<file path="config.mk">
export PLATFORM = sky130hd
export DESIGN_NAME = flt2fix_conv
export DESIGN_NICKNAME = d
export VERILOG_FILES = /design/src/rtl/flt2fix_pkg.sv /design/src/rtl/flt2fix_classify.sv /design/src/rtl/flt2fix_align.sv /design/src/rtl/flt2fix_signmask.sv /design/src/rtl/flt2fix_conv.sv
export SDC_FILE = /design/constraint.sdc
export NUM_CORES = 1
export LEC_CHECK = 0
export BUFFER_PORTS_ARGS = -buffer_cell sky130_fd_sc_hd__buf_2
export CAP_MARGIN = 0
export CORE_AREA = 2 2 109 111
export DETAILED_ROUTE_END_ITERATION = 7
export DIE_AREA = 0 0 111 113
export PLACE_DENSITY = 0.79
export SLEW_MARGIN = 30
export SYNTH_ARGS = -nofsm -noshare
export SYNTH_HDL_FRONTEND = slang
export SYNTH_SLANG_ARGS = --single-unit
</file>
<file path="constraint.sdc">
create_clock -name vclk -period 9.6
set_clock_uncertainty 0.05 [all_clocks]
set_input_delay 1.92 -clock vclk [all_inputs]
set_output_delay 1.92 -clock vclk [all_outputs]
set_load 0.05 [all_outputs]
</file>
<file path="src/rtl/flt2fix_pkg.sv">
package flt2fix_pkg;

  typedef enum logic [1:0] {
    CLS_ZERO    = 2'd0,
    CLS_SUB     = 2'd1,
    CLS_NORM    = 2'd2,
    CLS_SPECIAL = 2'd3
  } fcls_e;

  // Signed left-shift distance that places the significand LSB on the fixed grid.
  function automatic int align_shift(input int exp_biased, input int radix,
                                     input int bias, input int mant_w);
    return exp_biased - bias - mant_w + radix;
  endfunction

  // Extra integer bits needed beyond the FIX_W-1 magnitude bits of a signed word.
  function automatic int extra_bits(input int shift, input int sig_w, input int fix_w);
    int need;
    need = sig_w + shift;
    if (need > fix_w - 1) return need - (fix_w - 1);
    return 0;
  endfunction

  // Bit width of the largest overflow count a configuration can produce.
  function automatic int ovf_width(input int exp_w, input int mant_w,
                                   input int radix_w, input int fix_w);
    int bias, kmax, emax;
    bias = (1 << (exp_w - 1)) - 1;
    emax = (1 << exp_w) - 2;
    kmax = emax - bias - mant_w + (1 << radix_w) - 1;
    return $clog2(extra_bits(kmax, mant_w + 1, fix_w) + 2);
  endfunction

endpackage

</file>
<file path="src/rtl/flt2fix_classify.sv">
module flt2fix_classify
  import flt2fix_pkg::*;
#(
  parameter int EXP_W  = 8,
  parameter int MANT_W = 23
) (
  input  logic [EXP_W-1:0]  exp_i,
  input  logic [MANT_W-1:0] mant_i,
  output fcls_e             cls_o
);
  logic exp_min, exp_max, frac_nz;

  assign exp_min = (exp_i == '0);
  assign exp_max = (exp_i == '1);
  assign frac_nz = |mant_i;

  always_comb begin
    if (exp_max)                 cls_o = CLS_SPECIAL;
    else if (exp_min && frac_nz) cls_o = CLS_SUB;
    else if (exp_min)            cls_o = CLS_ZERO;
    else                         cls_o = CLS_NORM;
  end
endmodule

</file>
<file path="src/rtl/flt2fix_align.sv">
module flt2fix_align
  import flt2fix_pkg::*;
#(
  parameter int EXP_W   = 8,
  parameter int MANT_W  = 23,
  parameter int FIX_W   = 32,
  parameter int RADIX_W = 6,
  parameter int OVF_W   = 8
) (
  input  logic [EXP_W-1:0]   exp_i,
  input  logic [MANT_W-1:0]  mant_i,
  input  logic [RADIX_W-1:0] radix_i,
  output logic [FIX_W-1:0]   mag_o,
  output logic [OVF_W-1:0]   ovf_o,
  output logic               shift_left_o
);
  localparam int SIG_W  = MANT_W + 1;
  localparam int BIAS   = (1 << (EXP_W - 1)) - 1;
  localparam int WIDE_W = FIX_W + SIG_W;

  logic [SIG_W-1:0]  sig;
  logic [WIDE_W-1:0] wide;
  logic [31:0]       ovf_full;
  int                shamt;

  assign sig = {1'b1, mant_i};

  always_comb begin
    shamt        = align_shift(int'(exp_i), int'(radix_i), BIAS, MANT_W);
    shift_left_o = (shamt >= 0);
    wide         = {{FIX_W{1'b0}}, sig};
    if (shift_left_o) wide = wide << shamt;
    else              wide = wide >> (-shamt);
    mag_o        = wide[FIX_W-1:0];
    ovf_full     = 32'(extra_bits(shamt, SIG_W, FIX_W));
    ovf_o        = ovf_full[OVF_W-1:0];
  end
endmodule

</file>
<file path="src/rtl/flt2fix_signmask.sv">
module flt2fix_signmask #(
  parameter int FIX_W = 32
) (
  input  logic             sign_i,
  input  logic             kill_i,
  input  logic [FIX_W-1:0] mag_i,
  output logic [FIX_W-1:0] fix_o
);
  logic [FIX_W-1:0] signed_val;

  assign signed_val = sign_i ? (~mag_i + 1'b1) : mag_i;
  assign fix_o      = signed_val & ~{FIX_W{kill_i}};
endmodule

</file>
<file path="src/rtl/flt2fix_conv.sv">
module flt2fix_conv
  import flt2fix_pkg::*;
#(
  parameter int FLOAT_W         = 32,
  parameter int EXP_W           = 8,
  parameter int MANT_W          = 23,
  parameter int FIX_W           = 32,
  parameter int RADIX_W         = 6,
  parameter int RADIX_POS       = 20,
  parameter bit RADIX_FROM_PORT = 1'b0,
  parameter int OVF_W           = ovf_width(EXP_W, MANT_W, RADIX_W, FIX_W)
) (
  input  logic [FLOAT_W-1:0] float_i,
  input  logic [RADIX_W-1:0] radix_i,
  output logic [FIX_W-1:0]   fix_o,
  output logic               zero_o,
  output logic               normal_o,
  output logic               exc_o,
  output logic [OVF_W-1:0]   ovf_o
);
  localparam int SIGN_BIT = FLOAT_W - 1;

  logic               sign_bit;
  logic [EXP_W-1:0]   exp_fld;
  logic [MANT_W-1:0]  mant_fld;
  logic [RADIX_W-1:0] radix_eff;
  fcls_e              cls;
  logic [FIX_W-1:0]   mag;
  logic [OVF_W-1:0]   ovf_raw;
  logic               shift_left;
  logic               kill_data;
  logic               is_sub;

  assign sign_bit = float_i[SIGN_BIT];
  assign exp_fld  = float_i[MANT_W +: EXP_W];
  assign mant_fld = float_i[MANT_W-1:0];

  generate
    if (RADIX_FROM_PORT) begin : g_radix_port
      assign radix_eff = radix_i;
    end else begin : g_radix_param
      logic unused_radix;
      assign unused_radix = ^radix_i;
      assign radix_eff    = RADIX_W'(RADIX_POS);
    end
  endgenerate

  flt2fix_classify #(.EXP_W(EXP_W), .MANT_W(MANT_W)) u_classify (
    .exp_i  (exp_fld),
    .mant_i (mant_fld),
    .cls_o  (cls)
  );

  flt2fix_align #(
    .EXP_W(EXP_W), .MANT_W(MANT_W), .FIX_W(FIX_W),
    .RADIX_W(RADIX_W), .OVF_W(OVF_W)
  ) u_align (
    .exp_i        (exp_fld),
    .mant_i       (mant_fld),
    .radix_i      (radix_eff),
    .mag_o        (mag),
    .ovf_o        (ovf_raw),
    .shift_left_o (shift_left)
  );

  assign zero_o    = (cls == CLS_ZERO);
  assign normal_o  = (cls == CLS_NORM);
  assign exc_o     = (cls == CLS_SPECIAL);
  assign is_sub    = (cls == CLS_SUB);
  assign kill_data = zero_o | exc_o | is_sub;
  assign ovf_o     = normal_o ? ovf_raw : '0;

  logic unused_dir;
  assign unused_dir = shift_left;

  flt2fix_signmask #(.FIX_W(FIX_W)) u_signmask (
    .sign_i (sign_bit),
    .kill_i (kill_data),
    .mag_i  (mag),
    .fix_o  (fix_o)
  );
endmodule

</file>
After elaboration in Yosys (flattened, before gate mapping) --
Cells that the tools add are included.
Cells by class: reduce and logical (&&, ||, !) cells 4, magnitude comparators 2, muxes and demuxes 9, add/subtract/negate cells 7, bitwise logic cells 5, shift operators 2, equal/unequal tests 4
Operators with widths (count):
- 2-to-1 mux 32 bit | 2
- inverter 32 bit | 2
- adder 32 x 1 -> 32 bit, second input constant | 1
- adder 32 x 6 -> 32 bit, second input constant | 1
- adder 6 x 32 -> 32 bit, first input constant | 1
- bitwise AND 32 bit | 1
- >= comparator 32 x 1 -> 1 bit, second input constant | 1
- > comparator 32 x 6 -> 1 bit, second input constant | 1
- negation 32 bit | 1
- left shift 24 x 32 -> 32 bit | 1
- right shift 24 x 32 -> 32 bit | 1
- subtractor 32 x 6 -> 32 bit, second input constant | 1
- 2-to-1 mux 8 bit | 3
- OR reduction 23 bit | 1
- subtractor 8 x 7 -> 9 bit, second input constant | 1
- == test 8 bit, second input constant | 1
- logical NOT 8 bit | 1
- subtractor 8 x 6 -> 8 bit, second input constant | 1
- 2-to-1 mux 2 bit | 3
- == test 2 bit, second input constant | 2
- == test 2 x 1 -> 1 bit, second input constant | 1
- logical NOT 2 bit | 1
- bitwise OR 1 bit | 2
- logical AND 1 bit | 1
- 2-to-1 mux 1 bit | 1
Storage, ports and cells: output and inout port bits 43, flip-flop bits (word level) 0, input port bits 38, word-level logic and storage cells 33

Longest topological paths before layout --
Gate-level depths: netlist (run 1).
word-level depth 10, mapped depth 32, depth with buffers taken out 25

By module --
From an unflattened synthesis (run 1), not the netlist that was laid out.
Second synthesis, totals: cell total of the unflattened synthesis 770, area, all modules 5201.2 um^2
By module, submodules not included:
- flt2fix_align | times used 1, seq. area each 0.0 um^2, cells each 560, area an instance 3878.7 um^2
- flt2fix_signmask | times used 1, seq. area each 0.0 um^2, cells each 179, area an instance 1103.6 um^2
- flt2fix_conv | times used 1, seq. area each 0.0 um^2, cells each 16, area an instance 118.9 um^2
- flt2fix_classify | times used 1, seq. area each 0.0 um^2, cells each 15, area an instance 100.1 um^2

Worst setup path before layout (run 1) --
Ideal clock, no wire load.
kind input to output, start point input port float_i[23], end point output port fix_o[20], arrival 8731 ps, path slack -1101 ps, buffers on the path 8, required time 7630 ps, stages on the path 30, cell sequence buf_4 clkbuf_1 clkinv_1 ha_1 buf_2 mux2i_1 mux2i_1 xnor2_2 inv_2 buf_2 buf_1 buf_1 ha_1 nand2_1 a211oi_2 mux2i_1 a2111o_1 nand4b_4 nor2_2 buf_6 buf_2 a21oi_1 ha_1 o21ai_0 nor2_1 o21ai_0 o21bai_2 or2_2 o21ai_0 mux2i_1
On the way: cells in the longest elaborated chain, start to end 10, elaborated cells between the ends (all ways) 24, classes of those cells 5 x add/sub; 1 x order compare; 3 x eq/ne; 2 x shift; 5 x mux; 5 x bitwise; 3 x reduce/logical
Ends and longest elaborated chain:
- from (decl) | line flt2fix_conv.sv:13 | input logic [FLOAT_W-1:0] float_i,
- subtractor 8 x 7 -> 9 bit | line flt2fix_pkg.sv:13 | return exp_biased - bias - mant_w + radix;
- subtractor 32 x 6 -> 32 bit | line flt2fix_pkg.sv:13
- adder 32 x 6 -> 32 bit | line flt2fix_pkg.sv:13
- negation 32 bit | line flt2fix_align.sv:33 | else wide = wide >> (-shamt);
- right shift 24 x 32 -> 32 bit | line flt2fix_align.sv:33
- 2-to-1 mux 32 bit | line flt2fix_align.sv:32 | if (shift_left_o) wide = wide << shamt;
- inverter 32 bit | line flt2fix_signmask.sv:11 | assign signed_val = sign_i ? (~mag_i + 1'b1) : mag_i;
- adder 32 x 1 -> 32 bit | line flt2fix_signmask.sv:11
- 2-to-1 mux 32 bit | line flt2fix_signmask.sv:11
- bitwise AND 32 bit (*) | line flt2fix_signmask.sv:12 | assign fix_o = signed_val & ~{FIX_W{kill_i}};
- to (decl) | line flt2fix_conv.sv:15 | output logic [FIX_W-1:0] fix_o,
Mark *: on every way between the ends. The rest lies on a longest branch, timed or not.

Worst setup path after layout (run 1) --
start point input port float_i[24], end point output port fix_o[26]
The elaborated chain is that of the path after synthesis.

==> results of run 1 <==
==> cells in the mapped netlist (5+ instances only) <==
cell type	count	area share, %
sky130_fd_sc_hd__inv_1	20	1.2
sky130_fd_sc_hd__a31oi_1	10	1.0
sky130_fd_sc_hd__buf_2	8	0.64
sky130_fd_sc_hd__nor2b_1	12	1.2
sky130_fd_sc_hd__nand3_1	29	2.3
sky130_fd_sc_hd__a211oi_1	9	1.1
sky130_fd_sc_hd__and3_1	9	0.90
sky130_fd_sc_hd__nor4_1	19	1.9
sky130_fd_sc_hd__or2_2	10	1.0
sky130_fd_sc_hd__o41ai_1	10	1.4
sky130_fd_sc_hd__o31ai_1	19	2.3
sky130_fd_sc_hd__o211ai_1	11	1.3
sky130_fd_sc_hd__buf_1	7	0.42
sky130_fd_sc_hd__a21oi_1	68	5.5
sky130_fd_sc_hd__mux4_2	14	5.1
sky130_fd_sc_hd__o21ai_0	56	4.5
sky130_fd_sc_hd__mux2_2	19	3.4
sky130_fd_sc_hd__clkbuf_1	44	2.7
sky130_fd_sc_hd__xor2_1	25	3.5
sky130_fd_sc_hd__nand2_1	128	7.7
sky130_fd_sc_hd__or3_1	9	0.90
sky130_fd_sc_hd__o21a_1	5	0.60
sky130_fd_sc_hd__and2_1	13	1.3
sky130_fd_sc_hd__o22ai_1	13	1.3
sky130_fd_sc_hd__nor3_1	26	2.1
sky130_fd_sc_hd__xnor2_1	26	3.7
sky130_fd_sc_hd__nor2_1	133	8.0
sky130_fd_sc_hd__nand2b_1	9	0.90
sky130_fd_sc_hd__nand4_1	11	1.1
sky130_fd_sc_hd__ha_1	18	3.6
sky130_fd_sc_hd__mux2i_1	60	9.6
sky130_fd_sc_hd__a31o_2	5	0.70
==> cells by family after synthesis <==
| kind of cell | Yosys count |
|---|---|
| simple gates | 434 |
| xor+xnor | 56 |
| mux | 93 |
| fa+ha+maj | 18 |
| buf+inv | 86 |
| compound gates | 273 |
==> layout make-up <==
cell class | count | area [um^2]
fill | 1142 | 4240
inverter | 23 | 88.8
multi-input combinational | 874 | 6040
tap | 143 | 179
timing repair buffer | 119 | 716
==> metal layers <==
layer	vias to the layer above	global-route usage, %	wire length, um
met2	443	56.0	10300
met1	3593	52.6	10300
li1	3691	-	-
met3	46	5.41	2530
met4	0	9.17	624
met5	-	0	0
==> through the flow <==
step | utilization (%) | TNS (ps) | power, uW | area [um^2]
5_1_grt | 62.3 | 0 | 574 | 7030
6_report | 62.3 | 0 | 535 | 7030
4_1_cts | 61.6 | 0 | 514 | 6940
2_1_floorplan | - | -57.9 | 371 | 6330
3_5_place_dp | 61.6 | -20.6 | 512 | 6940
3_3_place_gp | 61.6 | -3.01 | 511 | 6940
==> where the power goes <==
part	internal [uW]	switching, uW
logic	176	360
clock network	0	0
registers	0	0
==> path summary, 6_finish.rpt <==
| kind | slack (ps) | end |
|---|---|---|
| worst min-delay path | 4250 | zero_o |
| worst max-delay path | 250 | fix_o[26] |
==> timing repair <==
action / in CTS / in global routing
resized for setup: 1 / 19
setup buffers: 0 / 1
pin swaps: 0 / 1
endpoints found under the setup margin: 1 / 26
cloned: 0 / 0
==> critical path, stage by stage <==
cell	delay [ps]
sky130_fd_sc_hd__buf_2	140
sky130_fd_sc_hd__ha_1	260
sky130_fd_sc_hd__buf_4	180
sky130_fd_sc_hd__a21o_1	210
sky130_fd_sc_hd__a211oi_4	320
sky130_fd_sc_hd__o221ai_1	210
sky130_fd_sc_hd__ha_1	370
sky130_fd_sc_hd__buf_4	180
sky130_fd_sc_hd__or4_1	530
sky130_fd_sc_hd__nor4_1	400
sky130_fd_sc_hd__nand4_1	280
sky130_fd_sc_hd__nand4_4	220
sky130_fd_sc_hd__nor2_4	70
sky130_fd_sc_hd__a21oi_2	180
sky130_fd_sc_hd__ha_1	230
sky130_fd_sc_hd__o21ai_0	130
sky130_fd_sc_hd__a21o_1	220
sky130_fd_sc_hd__nand3b_1	220
sky130_fd_sc_hd__a211o_1	340
sky130_fd_sc_hd__o31ai_4	230
sky130_fd_sc_hd__mux2i_4	250
sky130_fd_sc_hd__buf_2	280
==> impl_metrics.ini, run 1 <==
[timing]
fmax_mhz = 107
post-route-min-period_ps = 9350
fin_crit_sh_pct = 97.4
post-route-worst-setup-slack_ps = 250
setup_repair_after_global_routing_missed_its_margin = false
max_slew_margin_pct = 36.2
final_hold_viol_count = 0
hold-worst-slack_ps = 4250
final-setup-viol-count = 0
slew_violations = 0
worst_slew_pin_slew_ps = 950

[synthesis]
synth_top_family_by_area = simple AND/OR/NAND/NOR gates
synth.net_count = 1016
synth.lib_cells_used.distinct = 91
synth_compound_gate_area_share_pct = 30.3
post_synth_instance_area_mm2 = 0.00622
average_footprint_of_a_synthesized_cell_um2 = 6.48
synth-simple-area-share_pct = 33.6
ys_seq_area_share_pct = 0
post_synth_mux_area_share_pct = 18.2
synthAdderAreaFrac_pct = 3.62
synth_cells = 960
yosys.area_share.xor_xnor_pct = 8.58
yosys_warnings = 0

[power_and_ir_drop]
vdd.ir_drop.worst_mv = 0.0663
leakagePower_uw = 0.00294
power_density_mw_per_mm2 = 76.2

[detailed_routing]
drc_viols = 0
route.vias.total = 7773
totalWireLength_um = 23700
average_via_count_per_standard_cell = 6.71
antenna_violating_nets_post_route = 0
wl_per_cell_um = 20.4
firstDrtPassIters = 6
first_iter_violations = 1005

[clock_tree]
hold_buf_cts = 0

[hold_path]
worst_hold_path.num_cells = 5
hp-start = float_i[16]
hold_path.class = primary input to output pin

[final_layout]
instances_no_fill = 1159
sequential_cell_total = 0
clock_tree_buffer_count_of_the_final_layout = 0
drive_above_1_share_pct = 22.1
most_common_cell_after_layout_fill_and_taps_aside = sky130_fd_sc_hd__nand2_1
area_growth_syn_to_layout_pct = 12.9
diodes = 0
layout.area.seq_um2 = 0
nNetsFinal = 1074
layout.cells.most_common_list = sky130_fd_sc_hd__nand2_1, sky130_fd_sc_hd__nor2_1, sky130_fd_sc_hd__buf_2, sky130_fd_sc_hd__a21oi_1, sky130_fd_sc_hd__mux2i_1

[place]
globalplace.congestion = 1.01
detailedPlacementHpwl_um = 19000
numPortBuffers = 75
post-place-cells = 1158
preCtsSetupSlack_ps = -20.6

[floorplanning]
ios = 81
die-height_um = 113
site_row_count = 39
die_x_um = 111
core_area_mm2 = 0.0113
die_area_mm2 = 0.0125
starting_density_of_the_core_pct = 55.2

[worst_setup_path]
startpoint_type = primary input
crit_path_max_fanout = 6
cp.arrival_ps = 7380
criticalPathCategory = primary input to output pin
required_ps = 7630
critical_path.endpoint_type = output pin
cp_launch_point = float_i[24]

[global_routing]
first_global_vias = 6841
gr-usage-all-layers_pct = 36.1
grt_first_pass_wirelength_um = 37100
grt-ovfl-total = 0
antenna_found_initial = 0
grt_max_degree = 63

[outcome]
result_of_the_run = complete, no violations

[run]
max_cap_viols = 0
No activity file was read; power rests on OpenSTA's default activity.
==> run 2, diff against run 1 <==
--- a/config.mk
+++ b/config.mk
@@ -7,9 +7,9 @@
 export LEC_CHECK = 0
 export BUFFER_PORTS_ARGS = -buffer_cell sky130_fd_sc_hd__buf_2
 export CAP_MARGIN = 0
-export CORE_AREA = 2 2 109 111
+export CORE_AREA = 2 2 104 116
 export DETAILED_ROUTE_END_ITERATION = 7
-export DIE_AREA = 0 0 111 113
+export DIE_AREA = 0 0 106 118
 export PLACE_DENSITY = 0.79
 export SLEW_MARGIN = 30
 export SYNTH_ARGS = -nofsm -noshare
==> run 2 against run 1 <==
Net effect:
- critical path depth unchanged
- routed wire length grew 0.97%
- setup slack got worse by 6.0 ps
- clock-buffer cell count is the same
- highest routed layer unchanged
- global-route usage grew 0.97 points
- largest cell class unchanged
- sequential cell count did not move
- sequential share of layout area is the same
- total power is 1.4% higher
- maximum frequency barely moved
==> impl_metrics.ini, run 2 (synthesis gave the netlist of run 1 again) <==
[outcome]
result_of_the_run = complete, no violations

[floorplanning]
die-height_um = 118
ios = 81
starting_density_of_the_core_pct = 54.9
die_area_mm2 = 0.0125
site_row_count = 41
core_area_mm2 = 0.0113
die_x_um = 106

[final_layout]
layout.cells.most_common_list = sky130_fd_sc_hd__nand2_1, sky130_fd_sc_hd__nor2_1, sky130_fd_sc_hd__buf_2, sky130_fd_sc_hd__a21oi_1, sky130_fd_sc_hd__mux2i_1
n_fill_cell = 1149
nNetsFinal = 1075
most_common_cell_after_layout_fill_and_taps_aside = sky130_fd_sc_hd__nand2_1
area_growth_syn_to_layout_pct = 12.6
clock_tree_buffer_count_of_the_final_layout = 0
layout.area.seq_um2 = 0
sequential_cell_total = 0
final_cell_area_mm2 = 0.00701
drive_above_1_share_pct = 21.9
post-route-util_pct = 61.8
diodes = 0

[timing]
final-setup-viol-count = 0
post-route-worst-setup-slack_ps = 244
worst_slew_pin_slew_ps = 951
fin_crit_sh_pct = 97.5
setup_repair_after_global_routing_missed_its_margin = true
slew_violations = 0
post-route-min-period_ps = 9360
final_hold_viol_count = 0
fmax_mhz = 107
max_slew_margin_pct = 36.3
hold-worst-slack_ps = 4270

[place]
detailedPlacementHpwl_um = 19200
preCtsSetupSlack_ps = 64.8
globalplace.congestion = 1.02
placedInstanceArea_mm2 = 0.00695
numPortBuffers = 75

[worst_setup_path]
cp_num_cells = 22
crit_path_max_fanout = 8
startpoint_type = primary input
crit_slowest_cell = sky130_fd_sc_hd__or4_1
critical-path-top-delay-family = simple AND/OR/NAND/NOR gates
critical_path.endpoint_type = output pin
worstPathCellList = buf_2, ha_2, nand3_2, nor3_2, buf_4, o221ai_1, ha_1, buf_4, or4_1, nor4_1, nand4_1, nand4_4, nor2_2, a21oi_1, ha_1, o21ai_0, a21o_1, nand3b_1, a211o_1, o31ai_2, mux2i_4, clkbuf_4
cp.arrival_ps = 7390
critical-path-max-stage-delay_ps = 520
cp_num_buf_inv = 4
required_ps = 7630
criticalPathCategory = primary input to output pin

[detailed_routing]
wl_per_cell_um = 20.5
first_iter_violations = 931
firstDrtPassIters = 6
drc_viols = 0
average_via_count_per_standard_cell = 6.74
route.vias.total = 7864
antenna_violating_nets_post_route = 0
totalWireLength_um = 23900

[global_routing]
antenna_found_initial = 0
grt_max_degree = 63
first_global_vias = 6877
grt-ovfl-total = 0
gr-usage-all-layers_pct = 37.1
grt_first_pass_wirelength_um = 37900

[clock_tree]
hold_buf_cts = 0

[power_and_ir_drop]
power_density_mw_per_mm2 = 77.4
vdd.ir_drop.worst_mv = 0.0888
report.power.total_uw = 543
leakagePower_uw = 0.00294

[run]
max_cap_viols = 0

[hold_path]
hold_path.class = primary input to output pin
hp-start = float_i[16]
timing.hold.worst_endpoint = zero_o
worst_hold_path.num_cells = 5
-- run 2: changes by cell type in the layout (fill, tap and decap cells not counted), sizes merged --
| cell | previous run | this run |
|---|---|---|
| inv | 23 | 22 |
| clkbuf | 1 | 2 |
| clkinv | 0 | 1 |
-- run 2: worst min-delay path: stages --
cell                      delay (ps)
sky130_fd_sc_hd__buf_2           120
sky130_fd_sc_hd__nor4_1           70
sky130_fd_sc_hd__nand2_1          60
sky130_fd_sc_hd__nor3_1           40
sky130_fd_sc_hd__buf_2           200
-- run 2: layout make-up --
cell class | instances | area, um^2 | area share [%]
well taps | 150 | 188 | 2.68
inverters | 23 | 87.6 | 1.25
repair buffers | 120 | 718 | 10.2
multi-input cells | 874 | 6020 | 85.8
-- run 2: worst max path at each step --
stage,start,end
floorplan,float_i[23],fix_o[20]
detailed placement,float_i[25],fix_o[20]
global route,float_i[25],fix_o[18]
finish,float_i[25],fix_o[26]
global placement,float_i[25],fix_o[19]
CTS,float_i[25],fix_o[20]
-- run 2: through the flow --
stage,std cells,setup TNS [ps]
2_1_floorplan,960,-57.9
3_3_place_gp,1165,0
3_5_place_dp,1165,0
4_1_cts,1165,0
5_1_grt,1167,-51.9
6_report,1167,0
-- run 2: what timing repair did --
action | CTS | global route
resized for setup | 0 | 12
buffers inserted | 0 | 2
endpoints found under the setup margin | 0 | 28
-- run 2: per-layer routing --
metal	global-route usage, %	up-vias	wire [um]
met2	56.5	452	10500
met1	57.0	3670	10500
met4	8.06	0	654
li1	-	3692	-
met5	0	-	0
met3	2.05	50	2260
-- run 2: report_power, final --
part / total (uW) / internal, uW / leakage, uW / switching [uW]
Sequential: 0 / 0 / 0 / 0
Combinational: 543 / 177 / 0.00294 / 366
Clock: 0 / 0 / 0 / 0
Total: 543 / 177 / 0.00294 / 366
